File: config.mk
export PLATFORM = sky130hd
export DESIGN_NAME = adc_corr_top
export DESIGN_NICKNAME = d
export VERILOG_FILES = /design/src/rtl/adc_corr_pkg.sv /design/src/rtl/adc_stage_decode.sv /design/src/rtl/adc_flash_decode.sv /design/src/rtl/adc_skew_delay.sv /design/src/rtl/adc_code_combine.sv /design/src/rtl/adc_fill_tracker.sv /design/src/rtl/adc_corr_top.sv
export SDC_FILE = /design/constraint.sdc
export NUM_CORES = 1
export LEC_CHECK = 0
export BUFFER_PORTS_ARGS = -buffer_cell sky130_fd_sc_hd__buf_2
export CORE_ASPECT_RATIO = 0.9
export CORE_UTILIZATION = 43
export CTS_BUF_LIST = sky130_fd_sc_hd__clkbuf_2
export CTS_CLUSTER_DIAMETER = 200
export DETAILED_ROUTE_END_ITERATION = 8
export PLACE_DENSITY = 0.68
export SETUP_SLACK_MARGIN = 0.1
export SYNTH_ARGS = -nofsm -noshare
export SYNTH_HDL_FRONTEND = slang
export SYNTH_SLANG_ARGS = --single-unit
export TNS_END_PERCENT = 20
File: constraint.sdc
create_clock -name clk -period 7.79 [get_ports clk]
set_input_delay 0 -clock clk [delete_from_list [all_inputs] [get_ports clk]]
set_output_delay 0 -clock clk [all_outputs]
set_load 0.1 [all_outputs]
File: src/rtl/adc_corr_pkg.sv
package adc_corr_pkg;

  typedef logic [1:0] stage_code_t;

  // Comparator pair {upper, lower} to a three-level stage decision.
  // The non-thermometer pattern 10 lies between 00 and 11, so it is
  // mapped onto the middle decision.
  function automatic stage_code_t decode_pair(input logic [1:0] cmp);
    stage_code_t d;
    unique case (cmp)
      2'b00:   d = 2'd0;
      2'b01:   d = 2'd1;
      2'b11:   d = 2'd2;
      default: d = 2'd1;
    endcase
    return d;
  endfunction

endpackage

File: src/rtl/adc_stage_decode.sv
module adc_stage_decode #(
  parameter int NSTG = 12
) (
  input  logic [2*NSTG-1:0] raw_cmp,
  output logic [2*NSTG-1:0] codes
);
  import adc_corr_pkg::*;

  for (genvar i = 0; i < NSTG; i++) begin : g_stage
    assign codes[2*i +: 2] = decode_pair(raw_cmp[2*i +: 2]);
  end

endmodule

File: src/rtl/adc_flash_decode.sv
module adc_flash_decode #(
  parameter int FLASH_CMP = 3,
  parameter int FLASH_W   = 2
) (
  input  logic [FLASH_CMP-1:0] raw_cmp,
  output logic [FLASH_W-1:0]   code
);
  // Population count: any bubble in the thermometer still lands on a
  // level that is adjacent to the true one.
  always_comb begin
    code = '0;
    for (int j = 0; j < FLASH_CMP; j++) begin
      code = code + FLASH_W'(raw_cmp[j]);
    end
  end

endmodule

File: src/rtl/adc_skew_delay.sv
module adc_skew_delay #(
  parameter int W     = 2,
  parameter int DEPTH = 1
) (
  input  logic         clk,
  input  logic         rst_n,
  input  logic         en,
  input  logic [W-1:0] din,
  output logic [W-1:0] dout
);
  logic [W-1:0] sr [DEPTH];

  always_ff @(posedge clk) begin
    if (!rst_n) begin
      for (int j = 0; j < DEPTH; j++) sr[j] <= '0;
    end else if (en) begin
      sr[0] <= din;
      for (int j = 1; j < DEPTH; j++) sr[j] <= sr[j-1];
    end
  end

  assign dout = sr[DEPTH-1];

endmodule

File: src/rtl/adc_code_combine.sv
module adc_code_combine #(
  parameter int NSTG    = 12,
  parameter int FLASH_W = 2,
  parameter int OUT_W   = NSTG + FLASH_W
) (
  input  logic [2*NSTG-1:0] aligned,
  input  logic [FLASH_W-1:0] flash,
  output logic [OUT_W-1:0]  code
);
  localparam int SUM_W = OUT_W + 1;

  logic [SUM_W-1:0] acc;

  // Stage k (index i = k-1) carries weight 2^(NSTG-i); adjacent stages
  // overlap by one bit, and the flash supplies the two lowest weights.
  always_comb begin
    acc = SUM_W'(flash);
    for (int i = 0; i < NSTG; i++) begin
      acc = acc + (SUM_W'(aligned[2*i +: 2]) << (NSTG - i));
    end
    code = acc[OUT_W] ? {OUT_W{1'b1}} : acc[OUT_W-1:0];
  end

endmodule

File: src/rtl/adc_fill_tracker.sv
module adc_fill_tracker #(
  parameter int NSTG = 12
) (
  input  logic clk,
  input  logic rst_n,
  input  logic advance,
  output logic full
);
  localparam int CNT_W = $clog2(NSTG + 1);

  logic [CNT_W-1:0] cnt;

  always_ff @(posedge clk) begin
    if (!rst_n) begin
      cnt <= '0;
    end else if (advance && cnt != CNT_W'(NSTG)) begin
      cnt <= cnt + 1'b1;
    end
  end

  assign full = (cnt == CNT_W'(NSTG));

endmodule

File: src/rtl/adc_corr_top.sv
module adc_corr_top #(
  parameter int NSTG      = 12,
  parameter int FLASH_CMP = 3,
  parameter int FLASH_W   = 2,
  parameter int OUT_W     = NSTG + FLASH_W
) (
  input  logic              clk,
  input  logic              rst_n,
  input  logic              in_valid,
  input  logic [2*NSTG-1:0] stage_cmp,
  input  logic [FLASH_CMP-1:0] flash_cmp,
  output logic              out_valid,
  output logic [OUT_W-1:0]  out_code
);
  logic [2*NSTG-1:0] codes;
  logic [2*NSTG-1:0] aligned;
  logic [FLASH_W-1:0] flash_code;
  logic [OUT_W-1:0]  sum_code;
  logic              full;

  adc_stage_decode #(.NSTG(NSTG)) u_sdec (
    .raw_cmp (stage_cmp),
    .codes   (codes)
  );

  adc_flash_decode #(.FLASH_CMP(FLASH_CMP), .FLASH_W(FLASH_W)) u_fdec (
    .raw_cmp (flash_cmp),
    .code    (flash_code)
  );

  // Stage k waits 13-k advances; the flash arrives last and needs none.
  for (genvar i = 0; i < NSTG; i++) begin : g_skew
    adc_skew_delay #(.W(2), .DEPTH(NSTG - i)) u_dly (
      .clk   (clk),
      .rst_n (rst_n),
      .en    (in_valid),
      .din   (codes[2*i +: 2]),
      .dout  (aligned[2*i +: 2])
    );
  end

  adc_code_combine #(.NSTG(NSTG), .FLASH_W(FLASH_W), .OUT_W(OUT_W)) u_comb (
    .aligned (aligned),
    .flash   (flash_code),
    .code    (sum_code)
  );

  adc_fill_tracker #(.NSTG(NSTG)) u_fill (
    .clk     (clk),
    .rst_n   (rst_n),
    .advance (in_valid),
    .full    (full)
  );

  always_ff @(posedge clk) begin
    if (!rst_n) begin
      out_valid <= 1'b0;
      out_code  <= '0;
    end else begin
      out_valid <= in_valid && full;
      if (in_valid) out_code <= sum_code;
    end
  end

endmodule

# == Yosys cells after proc, flatten, opt, wreduce, memory -nomap -nowiden ==
# Memory sizes are Yosys's and may differ from the RTL's.
# Index checks and enable logic that the tools add are counted.
# word_totals
input_bits,30
register_bits,19
out_inout_bits,15
mem_bits_rw,156
mem_count,12
# memory_table
name,depth,word_bits,rd,rd_ports_with_merged_regs,write_ports,line_no,source
g_skew[0].u_dly.sr,12,2,12,0,12,adc_skew_delay.sv:11,logic [W-1:0] sr [DEPTH];
g_skew[1].u_dly.sr,11,2,11,0,11,adc_skew_delay.sv:11,
g_skew[2].u_dly.sr,10,2,10,0,10,adc_skew_delay.sv:11,
g_skew[3].u_dly.sr,9,2,9,0,9,adc_skew_delay.sv:11,
g_skew[4].u_dly.sr,8,2,8,0,8,adc_skew_delay.sv:11,
g_skew[5].u_dly.sr,7,2,7,0,7,adc_skew_delay.sv:11,
+6 memories,-,-,-,-,-,-,
# classes
reduce_logical,15
n_eq_ne,14
add_sub_neg,15
muxes,96
bitwise,77
# ops
cell,n
2-bit 2-to-1 mux,78
1-bit OR,77
2-bit case mux with 2 select lines,12
2-bit == test (second input constant),12
2-bit logical NOT,12
15-bit by 10-bit adder with 15-bit output,1
15-bit by 11-bit adder with 15-bit output,1
15-bit by 12-bit adder with 15-bit output,1
15-bit by 13-bit adder with 15-bit output,1
15-bit by 3-bit adder with 15-bit output,1
15-bit by 4-bit adder with 15-bit output,1
15-bit by 5-bit adder with 15-bit output,1
15-bit by 6-bit adder with 15-bit output,1
15-bit by 7-bit adder with 15-bit output,1
15-bit by 8-bit adder with 15-bit output,1
15-bit by 9-bit adder with 15-bit output,1
2-bit by 14-bit adder with 15-bit output,1
14-bit 2-to-1 mux,1
1-bit 2-to-1 mux,5
4-bit by 1-bit adder with 4-bit output (second input constant),1
4-bit == test (second input constant),1
4-bit != test (second input constant),1
1-bit by 1-bit adder with 2-bit output,1
2-bit by 1-bit adder with 2-bit output,1
other kinds (2),3

# == Longest topological paths before layout ==
# logic_depth
word_depth,15
mapped_depth,10
mapped_depth_nobuf,10

# == Cells and area by module ==
# A second synthesis with hierarchy kept.
# unflattened
hier_cells,534
area_unflattened_um2,7644.8
# by_module_without_submodules
module,seq_area_each_um2,cells_each,area_each_um2,instances
adc_skew_delay (g_skew[0].u_dly),720.7,55,928.4,1
adc_skew_delay (g_skew[1].u_dly),660.6,49,839.6,1
adc_skew_delay (g_skew[2].u_dly),600.6,47,767.0,1
adc_skew_delay (g_skew[3].u_dly),540.5,41,703.2,1
adc_code_combine,0.0,90,631.9,1
adc_skew_delay (g_skew[4].u_dly),480.5,37,630.6,1
adc_corr_top,300.3,47,570.5,1
adc_skew_delay (g_skew[5].u_dly),420.4,31,538.0,1
adc_skew_delay (g_skew[6].u_dly),360.3,27,460.4,1
adc_skew_delay (g_skew[7].u_dly),300.3,25,400.4,1
adc_skew_delay (g_skew[8].u_dly),240.2,17,296.5,1
adc_skew_delay (g_skew[9].u_dly),180.2,15,239.0,1
adc_fill_tracker,80.1,24,224.0,1
adc_skew_delay (g_skew[10].u_dly),120.1,11,166.4,1
3 more rows,-,-,-,-

# == Worst setup path after synthesis ==
# OpenSTA, ideal clock, no wires.
# synth_path
path_kind,input to register
startpoint,input rst_n
endpoint,memory g_skew[0].u_dly.sr[0][0] (enable)
stages,3
path_buffers,2
setup_slack_ns,3.477
arrival_ns,3.012
cell_sequence,clkbuf_1 -> clkbuf_1 -> nand2_1
# synth_lines
item,line_no,source
start: declaration,adc_corr_top.sv:8,"input logic rst_n,"
end: declaration,adc_skew_delay.sv:11,

==> metrics.md <==
| Metric | Value |
|---|---|
| Status | `completed` |
| PD cells | `~210 nW/um^2` |
| Cts bufs inserted | `17` |
| Flop and latch count out of synthesis | `about 180` |
| CP delay by family, top | `buffers and inverters` |
| Worst-path clk slew | `between 200 and 250 ps` |
| CTS resizes | `0` |
| Initial DRT Pass Iterations | `5` |
| Synth Cell Area | `about 7300 um^2` |
| Worst skew pair latency | `approximately 700 ps` |
| FF-to-FF End | `out_code[13]` |
| I/O pin count | `between 40 and 50` |
| FMAX | `around 380 MHz` |
| CTS Buffer Depth | `2` |
| Final setup vio count | `0` |
| Tot GR Track Use | `0.1296` |
| Worst-Margin Slew | `about 1200 ps` |
| Vias in the first global route | `approximately 3900` |
| Leakage | `0.003747 uW` |
| RSZ-0062 raised after global routing | `false` |
| Synth cell types | `39` |
| Flop pwr share | `0.634` |
| Most frequent cells in the layout | `edfxtp_1, and3_1, buf_2` |
| Worst Reg-to-Reg Cells | `7` |
| Reg2Reg Setup Slack | `~5500 ps` |
| Worst-path fanout max | `85` |
| Final ANT Viol Nets | `0` |
| Final period utilization | `0.3423` |
| Crit Path Category | `in -> reg` |
| Clk sink count | `approximately 180` |
| Hold crit path type | `in -> reg` |
| Max_cap viols | `0` |
| Slew Limit Headroom | `0.1810` |
| Combinational share of power | `0.116` |
| # port buffers | `44` |
| Ys Warns | `0` |
| Layout cell share with drive strength beyond 1 | `0.1509` |
| Hold Slack | `approximately 130 ps` |
| DP HPWL | `approximately 5.7 mm` |
| Worst path arrival time | `~3000 ps` |
| Final instance area | `slightly above 8000 um^2` |
| Vias/cell | `about 5` |
| Area leader, netlist | `edfxtp_1` |
| Area post-placement | `7677 um^2` |
| Setup crit start | `in_valid` |
| Peak supply drop | `roughly 120 uV` |
| Number of enable flip-flop cells after synthesis | `between 150 and 200` |
| Hold Fails Final Rpt | `0` |
| Die footprint | `about 18000 um^2` |
| Routed wire length | `approximately 11 mm` |
| Grt ovf | `0` |
| Asr flop ratio synth | `0` |
| CP peak stage delay | `~840 ps` |
| H-tree depth | `4` |
| Critical path's most frequent cell | `buf_4` |
| Sw Share | `0.2671` |
| Worst EP required | `just over 8000 ps` |
| Switching power | `~460 uW` |
| Remaining routing DRC violations | `0` |
| Sum Neg Setup Slack | `0 ps` |
| Synth top area share | `0.6409` |
| FP Rows | `44` |
| Antenna violations before repair | `1` |
| Top cells by area, synth | `edfxtp_1, and3_1, dfxtp_1` |
| CTS tree | `built` |
| Bufs and invs on worst path | `4` |
| Startpoint types | `input pin` |
| Largest net degree at the start of global routing | `between 150 and 200` |
| Clock power frac | `0.250` |
| Vias | `approximately 4200` |
| Drt wl/cell | `between 10 and 15 um` |
| Syn nets | `slightly below 600` |
| Main flop type after synthesis | `edfxtp_1` |
| Slowest-stage cell, CP | `buf_4` |
| Area growth, synth to finish | `13.52%` |
| Die width | `around 140 um` |
| Clock root cell | `clkbuf_2` |
| Die height | `about 130 um` |
| Final Critical Period | `2667 ps` |
| Avg Cell Area, Syn | `roughly 14 um^2` |
| Post-Layout Cell Count | `811` |
| CP endpoint | `g_skew[5].u_dly.sr[0][0]` |
| Final #Nets | `about 650` |
| Final Skew | `around 31 ps` |
| Final Max Slew Viols | `0` |
| CP cell instances | `dlygate4sd3_1 > buf_4 > inv_1 > nand2_4 > buf_4` |
| Worst Setup End Kind | `flip-flop` |
| Most common cell after layout, fill and taps aside | `edfxtp_1` |
| Reg2reg start | `g_skew[8].u_dly.sr[0][6]` |
| Register area share after synthesis | `0.6929` |
| Initial Util | `0.4470` |
| Core box area | `roughly 16000 um^2` |
| First-pass GRT wire length | `approximately 18 mm` |
| Int Pwr | `about 1300 uW` |
| DP Cell Count | `about 740` |
| Final Util | `0.5075` |
| GP Congestion | `between 0.7 and 0.8` |
| DRT iter0 DRCs | `approximately 260` |
| Critical path depth | `5` |
| Post-synthesis instance total | `about 520` |
-- logic make-up (layout without fill, tap and decap cells) --
group                      count (synthesis)  in the layout  synth area share
xor gates and xnor gates                  11             11           0.01318
muxes                                      2              2          0.003423
and+or+nand+nor                          200            200            0.1664
AOI/OAI and AO/OA                         57             57           0.05067
DFF                                      175            175            0.6929
adders and majority gates                 27             27           0.04724
other                                      0              1                 0
buffers and inverters                     51            131           0.02619
-- power groups by stage --
| stage | Combinational [uW] | Sequential, uW | Clock (uW) |
|---|---|---|---|
| global route | 222 | 1110 | 484 |
| detailed placement | 181 | 1120 | 0 |
| floorplan | 96.3 | 1170 | 0 |
| CTS | 202 | 1100 | 450 |
| global placement | 177 | 1120 | 0 |
| finish | 201 | 1100 | 434 |
-- through the flow --
stage | total power [uW] | setup WS, ps
after detailed placement | 1305 | 4884
after global placement | 1298 | 4948
after CTS | 1755 | 5141
after floorplan | 1268 | 3477
final | 1738 | 5123
after global routing | 1815 | 4906
-- timing repair --
action | CTS | global route
hold buffers | 40 | 0
buffers inserted | 0 | 0
endpoints found under the hold margin | 102 | 0
-- Yosys cell counts, types with 3 or more instances --
cell type / instances
a21o_1: 3
dfxtp_1: 19
o21ai_0: 20
xor2_1: 4
nand3_1: 6
nand2_1: 12
a21oi_1: 17
clkbuf_1: 39
nor2b_1: 5
edfxtp_1: 156
nor2_1: 9
ha_1: 26
and2_1: 14
inv_1: 11
a31oi_1: 6
xnor2_1: 7
and3_1: 144
-- flip-flops by register name, indices dropped and copies added, names as in the netlist --
signal           flops
out_valid            1
g_skew.u_dly.sr    156
u_fill.cnt           4
out_code            14
-- how the worst min path moves through the flow --
stage	startpoint	to	slack [ps]	cells after the start
after floorplan	rst_n	out_code[0]	300	3
after global placement	rst_n	out_code[0]	330	3
after detailed placement	rst_n	out_code[8]	340	3
after CTS	rst_n	out_code[4]	40	4
after global routing	rst_n	out_code[4]	40	4
final	flash_cmp[1]	out_code[2]	130	7
-- per-layer routing --
layer / track usage / part of all wire / vias up
met5: 0 / 0 / -
met4: 0.05556 / 0.012 / 0
met3: 0.03840 / 0.035 / 13
met2: 0.2102 / 0.47 / 64
met1: 0.1621 / 0.48 / 1996
li1: - / - / 2092
-- worst min-delay path, delay by kind of cell --
family	cells	cell delay, ps
buf+inv	3	200
xor+xnor	1	160
fa+ha+maj	2	370
compound gates	1	80
-- layout make-up --
class,count,area [um^2]
inverters,12,45.04
clock buffers,17,85.08
clock inverters,15,132.6
well taps,207,259.0
repair buffers,87,648.1
fillers,1386,8053
flip-flops and latches,175,5065
multi-input cells,297,2061
diodes,1,2.502
Power figures use the tool's default switching activity.
